[src/rtl/wc_pkg.sv]
package wc_pkg;
   // Bits needed to hold an agreement count from 0 to n.
   function automatic int score_width(input int n);
      return $clog2(n + 1);
   endfunction
endpackage

[src/rtl/wc_agree_count.sv]
module wc_agree_count #(
   parameter int N = 31,
   parameter int W = wc_pkg::score_width(N)
) (
   input  logic [N-1:0] window,
   input  logic [N-1:0] ref_code,
   output logic [W-1:0] score
);
   always_comb begin
      score = '0;
      for (int i = 0; i < N; i++) begin
         score = score + W'(window[i] == ref_code[i]);
      end
   end
endmodule

[src/rtl/wc_phase_lane.sv]
module wc_phase_lane #(
   parameter int N = 31,
   parameter int W = wc_pkg::score_width(N)
) (
   input  logic         clk,
   input  logic         rst_n,
   input  logic         enable,
   input  logic         strobe,
   input  logic         env_bit,
   input  logic [N-1:0] ref_code,
   input  logic [W-1:0] threshold,
   output logic         hit
);
   logic [N-1:0] win_q, win_d;
   logic [W-1:0] score_d;
   logic         hit_q;

   // Next window: cleared when disabled, shifted on own strobe only.
   always_comb begin
      if (!enable)      win_d = '0;
      else if (strobe)  win_d = {win_q[N-2:0], env_bit};
      else              win_d = win_q;
   end

   wc_agree_count #(.N(N), .W(W)) u_count (
      .window   (win_d),
      .ref_code (ref_code),
      .score    (score_d)
   );

   always_ff @(posedge clk or negedge rst_n) begin
      if (!rst_n) begin
         win_q <= '0;
         hit_q <= 1'b0;
      end else begin
         win_q <= win_d;
         hit_q <= enable && strobe && (score_d >= threshold);
      end
   end

   assign hit = hit_q;

   assert_clear_when_off_R8: assert property (@(posedge clk) disable iff (!rst_n)
      !enable |=> (win_q == '0));
   assert_hold_without_strobe_R1: assert property (@(posedge clk) disable iff (!rst_n)
      (enable && !strobe) |=> $stable(win_q));
   assert_hit_needs_strobe_R4: assert property (@(posedge clk) disable iff (!rst_n)
      hit_q |-> $past(enable && strobe));
endmodule

[src/rtl/wc_irq_ctrl.sv]
module wc_irq_ctrl #(
   parameter int P = 2
) (
   input  logic         clk,
   input  logic         rst_n,
   input  logic [P-1:0] hits,
   input  logic         clear,
   output logic         irq,
   output logic [P-1:0] won
);
   logic         irq_q;
   logic [P-1:0] won_q;

   always_ff @(posedge clk or negedge rst_n) begin
      if (!rst_n) begin
         irq_q <= 1'b0;
         won_q <= '0;
      end else if (clear) begin
         irq_q <= |hits;
         won_q <= hits;
      end else begin
         irq_q <= irq_q | (|hits);
         won_q <= won_q | hits;
      end
   end

   assign irq = irq_q;
   assign won = won_q;

   assert_pulse_sets_irq_R5: assert property (@(posedge clk) disable iff (!rst_n)
      (|hits) |=> irq_q);
   assert_irq_sticky_R5: assert property (@(posedge clk) disable iff (!rst_n)
      (irq_q && !clear) |=> irq_q);
   assert_cleared_when_idle_R7: assert property (@(posedge clk) disable iff (!rst_n)
      (clear && hits == '0) |=> (!irq_q && won_q == '0));

   for (genvar p = 0; p < P; p++) begin : g_won_chk
      assert_phase_recorded_R6: assert property (@(posedge clk) disable iff (!rst_n)
         hits[p] |=> won_q[p]);
   end
endmodule

[src/rtl/wake_corr_top.sv]
module wake_corr_top #(
   parameter int  CODE_LEN   = 31,
   parameter int  NUM_PHASES = 2,
   localparam int SCORE_W    = wc_pkg::score_width(CODE_LEN)
) (
   input  logic                  clk,
   input  logic                  rst_n,
   input  logic                  enable,
   input  logic                  env_bit,
   input  logic [NUM_PHASES-1:0] phase_strobe,
   input  logic [CODE_LEN-1:0]   code,
   input  logic [SCORE_W-1:0]    threshold,
   input  logic                  irq_clear,
   output logic                  wake_pulse,
   output logic                  irq,
   output logic [NUM_PHASES-1:0] win_phase
);
   if (CODE_LEN < 2) begin : g_bad_len
      $error("wake_corr_top: CODE_LEN must be at least 2");
   end
   if (NUM_PHASES < 1) begin : g_bad_ph
      $error("wake_corr_top: NUM_PHASES must be at least 1");
   end

   logic [NUM_PHASES-1:0] lane_hit;

   for (genvar p = 0; p < NUM_PHASES; p++) begin : g_lane
      wc_phase_lane #(.N(CODE_LEN), .W(SCORE_W)) u_lane (
         .clk       (clk),
         .rst_n     (rst_n),
         .enable    (enable),
         .strobe    (phase_strobe[p]),
         .env_bit   (env_bit),
         .ref_code  (code),
         .threshold (threshold),
         .hit       (lane_hit[p])
      );
   end

   assign wake_pulse = |lane_hit;

   wc_irq_ctrl #(.P(NUM_PHASES)) u_irq (
      .clk   (clk),
      .rst_n (rst_n),
      .hits  (lane_hit),
      .clear (irq_clear),
      .irq   (irq),
      .won   (win_phase)
   );

   assert_no_pulse_when_off_R8: assert property (@(posedge clk) disable iff (!rst_n)
      !enable |=> !wake_pulse);
endmodule

[config.mk]
export PLATFORM = sky130hd
export DESIGN_NAME = wake_corr_top
export DESIGN_NICKNAME = d
export VERILOG_FILES = /design/src/rtl/wc_pkg.sv /design/src/rtl/wc_agree_count.sv /design/src/rtl/wc_phase_lane.sv /design/src/rtl/wc_irq_ctrl.sv /design/src/rtl/wake_corr_top.sv
export SDC_FILE = /design/constraint.sdc
export NUM_CORES = 1
export LEC_CHECK = 0
export BUFFER_PORTS_ARGS = -buffer_cell sky130_fd_sc_hd__buf_4
export CAP_MARGIN = 20
export CORE_ASPECT_RATIO = 1.25
export CORE_MARGIN = 2
export CORE_UTILIZATION = 60
export CTS_CLUSTER_DIAMETER = 60
export DETAILED_ROUTE_END_ITERATION = 16
export PLACE_DENSITY = 0.8
export SETUP_SLACK_MARGIN = 0.05
export SYNTH_ARGS = -nofsm -noshare
export SYNTH_HDL_FRONTEND = slang
export SYNTH_HIERARCHICAL = 1
export SYNTH_SLANG_ARGS = --single-unit
[constraint.sdc]
create_clock -name clk -period 8.3 [get_ports clk]
set_input_delay 0.83 -clock clk [delete_from_list [all_inputs] [get_ports clk]]
set_output_delay 0.83 -clock clk [all_outputs]
set_load 0.005 [all_outputs]
==> impl_metrics.py, run 1 <==
metrics = {
    "routing": {
        "drt_pre_antenna_iters": 4,
        "drc": 0,
        "first_iter_violations": 104,
        "antenna_left": 0,
        "wl_per_cell_um": 16.1,
        "wirelength_um": 9320,
        "via_count": 2973,
        "via_per_inst": 5.14,
    },
    "worst_setup_path": {
        "worstPathRequired_ps": 8520,
        "worstSetupPathType": "in2reg",
        "ff2ff_path_depth": 20,
        "cp_num_buf_inv": 3,
        "reg2reg_slack_ps": 1910,
        "worstPathMaxFanout": 33,
        "critPathLaunch": "phase_strobe[0]",
        "crit_chain": "buf_4 -> mux2i_1 -> nor2b_1 -> xor2_1 -> fa_1 -> fa_1 -> inv_1 -> fa_1 -> fa_1 -> fa_1 -> fa_1 -> inv_1 -> fa_1 -> fa_1 -> nand2b_1 -> a21oi_1 -> xor2_1 -> ha_1 -> and2_1 -> o211ai_1 -> o21ai_1",
        "critPathArrivalTime_ps": 7240,
        "crit_top_cell": "fa_1",
        "max_stage_delay_ps": 570,
        "end_kind": "flop",
        "path_depth": 21,
        "slowest_stage": "fa_1",
        "crit_end": "g_lane[0].u_lane/hit",
        "critPathLaunchType": "input pin",
        "reg2reg_from": "g_lane[0].u_lane/win_q[2]",
        "r2r_end": "g_lane[0].u_lane/hit",
        "critical-path-top-delay-family": "adder cells",
    },
    "logic_synthesis": {
        "syn_avg_cell_area_um2": 11.7,
        "synth_top_family_by_area": "adder cells",
        "synth_xor_area_frac": 0.117,
        "seq_area_frac_synth": 0.329,
        "synth_compound_area_frac": 0.0233,
        "yosys_warnings": 6,
        "synth_cells": 434,
        "yosysTopAreaCellShare": 0.329,
        "yosys.area.top_type": "dfrtp_1",
        "syn-cell-area_um2": 5100,
        "ys_ff_latch": 67,
        "synth_cell_type_count": 24,
        "synth_adder_area_share": 0.240,
        "synth.area.top_cells": "dfrtp_1, fa_1, mux2i_1, nor2b_1, xnor2_1",
        "synthMuxAreaShare": 0.122,
        "yosys.area_share.simple": 0.0925,
        "synth_nets": 547,
    },
    "finish": {
        "ff_latch_area_um2": 1680,
        "final_common_cell": "dfrtp_1",
        "final_cell_mix": "dfrtp_1, nor2b_1, mux2i_1, inv_1",
        "fillers": 628,
        "drive_above_1_share": 0.131,
        "final_net_count": 590,
        "final_util": 0.677,
        "area_growth_pct": 9.45,
        "num_antenna_cells": 0,
        "multi_input_area_um2": 3030,
    },
    "clock_network": {
        "cts_resized": 0,
        "cts_sinks": 67,
        "post_cts_buffers": 0,
        "clockBufferDepth": 2,
        "numCtsBuffers": 9,
        "cts.clk_slew.worst_paths_ps": 60,
        "cts_hold_buffers": 0,
        "clockRootBuffer": "clkbuf_8",
        "htree_levels": 3,
        "insertion_delay_ps": 350,
        "cts_tree": "done",
    },
    "status": {
        "run_status": "completed",
    },
    "pwr": {
        "pwr-share-clk": 0.132,
        "seqPwrFrac": 0.178,
        "combPwrFrac": 0.690,
        "sw_frac_of_total": 0.423,
        "ir_drop_uv": 446,
        "power.leakage_nw": 2.82,
        "intPower_w": 0.00111,
        "p_sw_w": 0.000812,
        "p_per_area_nw_per_um2": 344,
    },
    "grt": {
        "grt_pass1_vias": 3281,
        "grt_pass1_wl_um": 16100,
        "grt_overflow": 0,
        "grt_max_degree": 68,
        "grt_use_total": 0.231,
        "grt_antenna_before_repair": 0,
    },
    "timing": {
        "timing.fmax_mhz": 143,
        "rsz0062_at_grt": "no",
        "worst_pin_slew_ps": 873,
        "relSlewSlack": 0.418,
        "finClkSkew_ps": 8.82,
        "setup_violations": 0,
        "fin_tns_setup_ps": 0,
        "fin_crit_ps": 7010,
        "drv_slew": 0,
        "finalCritPeriodShare": 0.845,
        "hold_viol": 0,
    },
    "floorplanning": {
        "core_area_um2": 8240,
        "row_count": 37,
        "die-area_um2": 9260,
        "fp.dieW_um": 86.5,
        "io_pins": 47,
        "initial_core_util": 0.619,
        "fp.dieH_um": 107,
    },
    "run": {
        "cap_violations": 0,
    },
    "placed_design": {
        "place.port_buffers": 46,
        "routabilityCongestion": 0.829,
        "dpl.hpwl_um": 7240,
    },
    "worst_hold_path": {
        "hp-class": "reg2reg",
    },
}
==> final cells by class <==
cell class | instances | area share
inverter | 61 | 0.0410
tap | 97 | 0.0217
multi-input combinational | 292 | 0.543
timing repair buffer | 46 | 0.0619
clock buffer | 14 | 0.0309
sequential | 67 | 0.300
clock inverter | 1 | 0.00135
==> cells by family after synthesis <==
| family | after synthesis |
|---|---|
| AO/OA/AOI/OAI | 15 |
| XOR/XNOR | 68 |
| adder cells (fa/ha/maj) | 70 |
| buffers and inverters | 75 |
| flip-flops | 67 |
| multiplexers | 62 |
| AND/OR/NAND/NOR | 77 |
==> cell usage after synthesis <==
library cell and instances:
and2_1 2, nor2b_1 64, or2_1 1, nand4_1 2
buf_6 2, a21o_1 2, dfrtp_1 67, xor2_1 30
a21oi_1 2, a21o_2 2, fa_1 46, o21ai_1 2
a211o_1 1, a221oi_2 2, mux2i_1 62, o211ai_1 2
ha_1 24, a31oi_1 2, nand2b_1 4, nor2_1 4
buf_12 6, clkbuf_1 6, inv_1 61, xnor2_1 38
==> sequential cells by signal, indices dropped and copies added (netlist names) <==
| name | count |
|---|---|
| g_lane.u_lane/win_q | 62 |
| g_lane.u_lane/hit | 2 |
| u_irq/won | 2 |
| u_irq/irq | 1 |
==> through the flow <==
step | cell area (um2) | hold WS (ps) | setup WS, ps | power, W | cells
global route | 5580 | 518 | 975 | 0.00216 | 578
CTS | 5580 | 489 | 1280 | 0.00193 | 578
detailed placement | 5400 | 475 | 932 | 0.00166 | 563
global placement | 5400 | 468 | 985 | 0.00161 | 563
floorplan | 5100 | 448 | 1570 | 0.00137 | 434
finish | 5580 | 480 | 1290 | 0.00192 | 578
==> how the worst min path moves through the flow <==
| stage | start | endpoint | slack (ps) | cells past startpoint |
|---|---|---|---|---|
| 2_1_floorplan | g_lane[1].u_lane/hit | u_irq/won[1] | 450 | 1 |
| 3_5_place_dp | g_lane[0].u_lane/hit | u_irq/won[0] | 470 | 1 |
| 4_1_cts | g_lane[0].u_lane/hit | u_irq/won[0] | 490 | 1 |
| 6_report | g_lane[0].u_lane/hit | u_irq/won[0] | 480 | 1 |
| 3_3_place_gp | g_lane[0].u_lane/hit | u_irq/won[0] | 470 | 1 |
| 5_1_grt | u_irq/won[0] | u_irq/won[0] | 520 | 1 |
==> layer usage <==
layer | GRT usage | up-vias | routed length [um]
li1 | - | 1448 | -
met1 | 0.300 | 1474 | 3970
met2 | 0.381 | 36 | 4890
met3 | 0.0508 | 15 | 243
met4 | 0.0826 | 0 | 222
met5 | 0 | - | 0
==> power by group through the flow <==
| stage | Sequential (W) | Combinational [W] | Clock [W] |
|---|---|---|---|
| global route | 0.000342 | 0.00154 | 0.000277 |
| detailed placement | 0.000347 | 0.00132 | 0 |
| floorplan | 0.000347 | 0.00102 | 0 |
| global placement | 0.000347 | 0.00126 | 0 |
| finish | 0.000341 | 0.00132 | 0.000254 |
| CTS | 0.000341 | 0.00133 | 0.000260 |
Power figures use the tool's default switching activity.
==> inputs of run 2 (changes only) <==
ABC_AREA = 1   (was not set)
PLACE_DENSITY = 0.81   (was 0.8)
clock period = 6.5 ns   (was 8.3 ns; I/O delays follow)
==> impl_metrics.py, run 2 <==
metrics = {
    "status": {
        "run_status": "completed",
    },
    "placed_design": {
        "dp.cells": 697,
        "routabilityCongestion": 0.861,
        "pre_cts_slack_ps": -266,
        "dpl.hpwl_um": 8840,
        "place.port_buffers": 46,
    },
    "routing": {
        "drt_pre_antenna_iters": 4,
        "antenna_left": 0,
        "wirelength_um": 11900,
        "via_per_inst": 5.40,
        "first_iter_violations": 281,
        "drc": 0,
        "wl_per_cell_um": 16.5,
        "via_count": 3886,
    },
    "floorplanning": {
        "io_pins": 47,
        "row_count": 36,
        "fp.dieW_um": 84.8,
        "fp.dieH_um": 105,
        "initial_core_util": 0.624,
        "core_area_um2": 7840,
        "die-area_um2": 8900,
    },
    "clock_network": {
        "clockBufferDepth": 2,
        "cts.clk_slew.worst_paths_ps": 80,
        "clockRootBuffer": "clkbuf_8",
        "insertion_delay_ps": 370,
        "cts_hold_buffers": 0,
        "htree_levels": 3,
        "numCtsBuffers": 9,
        "cts_sinks": 67,
        "cts_tree": "done",
    },
    "worst_setup_path": {
        "worstPathRequired_ps": 6770,
        "worstSetupPathType": "in2reg",
        "crit_top_cell": "nand2_1",
        "cp_num_buf_inv": 7,
        "slowest_stage": "fa_1",
        "critPathArrivalTime_ps": 6510,
        "critPathLaunchType": "input pin",
        "worstPathMaxFanout": 18,
        "ff2ff_path_depth": 26,
        "path_depth": 29,
        "critical-path-top-delay-family": "adder cells",
        "end_kind": "flop",
        "reg2reg_from": "g_lane[1].u_lane/win_q[13]",
        "critPathLaunch": "phase_strobe[1]",
        "max_stage_delay_ps": 590,
    },
    "finish": {
        "ff_latch_area_um2": 1680,
        "top_register": "g_lane.u_lane/win_q",
        "final_common_cell": "nor2_1",
        "num_antenna_cells": 0,
        "area_growth_pct": 22.8,
        "fin_cells": 719,
        "final_net_count": 732,
        "largest_reg_flops": 62,
        "final_cell_mix": "nor2_1, inv_1, dfrtp_1, buf_4, o21ai_0",
        "multi_input_area_um2": 2920,
        "drive_above_1_share": 0.200,
        "fillers": 508,
        "final_util": 0.766,
    },
    "logic_synthesis": {
        "synth_cells": 546,
        "yosys.area.top_type": "dfrtp_1",
        "synthFlopType": "dfrtp_1",
        "synth_cell_type_count": 18,
        "synth_nets": 659,
        "synth.most_common_cell": "nor2_1",
        "synth.area.top_cells": "dfrtp_1, fa_1, nor2_1, xnor2_1, ha_1",
        "syn_avg_cell_area_um2": 8.96,
        "yosysTopAreaCellShare": 0.343,
        "synth_edf_count": 0,
        "ys_ff_latch": 67,
        "yosys_warnings": 6,
        "seq_area_frac_synth": 0.343,
        "ys_async_sr_fraction": 1.00,
        "syn-cell-area_um2": 4890,
        "synth_common_cells": "nor2_1, inv_1, dfrtp_1",
    },
    "timing": {
        "finClkSkew_ps": 5.65,
        "fin_crit_ps": 6240,
        "relSlewSlack": 0.417,
        "hold_viol": 0,
        "drv_slew": 0,
        "setup_ws_ps": 256,
        "finalCritPeriodShare": 0.961,
        "worst_pin_slew_ps": 875,
        "timing.fmax_mhz": 160,
        "setup_violations": 0,
    },
    "worst_hold_path": {
        "hp-class": "in2async",
    },
    "run": {
        "cap_violations": 0,
    },
    "grt": {
        "grt_max_degree": 68,
        "grt_pass1_vias": 4093,
        "grt_antenna_before_repair": 0,
        "grt_use_total": 0.282,
        "grt_pass1_wl_um": 19200,
        "grt_overflow": 0,
    },
}
==> run 2: cell count changes after synthesis, moves of 4 or more <==
cell      change
o21ai_0      +54
o21ai_1       +6
mux2i_1      -62
inv_1        +17
buf_2         +8
nand2b_1      -4
nor2_1      +129
clkbuf_2      +4
buf_12        -6
nand3_1       +6
nor2b_1      -64
buf_4         +6
clkbuf_1      -6
nand2_1      +39
==> run 2: metrics by stage <==
| step | area [um2] | hold slack [ps] | TNS (ps) |
|---|---|---|---|
| 6_report | 6010 | 385 | 0 |
| 5_1_grt | 6010 | 460 | -16.5 |
| 4_1_cts | 5810 | 417 | 0 |
| 3_5_place_dp | 5560 | 460 | -491 |
| 3_3_place_gp | 5560 | 458 | -193 |
| 2_1_floorplan | 4890 | 354 | 0 |
==> run 2: layout make-up <==
cell class,count,share of cell area
clock buffers,9,0.0206
inverters,79,0.0494
repair buffers,80,0.125
well taps,95,0.0198
multi-input cells,382,0.486
clock inverters,7,0.0206
flip-flops and latches,67,0.279
==> run 2: repair_timing <==
item | CTS | global route
buffers inserted | 0 | 4
hold endpoints to repair | 0 | 0
endpoints found under the setup margin | 0 | 2
gates resized for setup | 0 | 36
==> run 2: logic make-up after synthesis <==
family          share of synthesized area
compound gates                     0.0675
xor+xnor                            0.115
fa+ha+maj                           0.250
buf+inv                            0.0821
flops                               0.343
simple gates                        0.144
==> run 2: final timing paths <==
check	slack [ps]	end
worst max-delay path	260	g_lane[1].u_lane/hit
worst min-delay path	390	g_lane[1].u_lane/win_q[13]
worst max register to register	480	g_lane[1].u_lane/hit
worst min register to register	480	u_irq/irq
max in group asynchronous	5530	g_lane[0].u_lane/win_q[27]
min in group clk	480	u_irq/irq
==> run 2: metal layers <==
metal	track usage	vias to the layer above	wire length, um
li1	-	1803	-
met1	0.341	1935	4610
met2	0.494	119	6270
met3	0.0458	29	559
met4	0.119	0	420
met5	0	-	0
Power of run 2 is not shown: default switching activity piles up to over one toggle a cycle in this logic, so the estimate is an artifact.
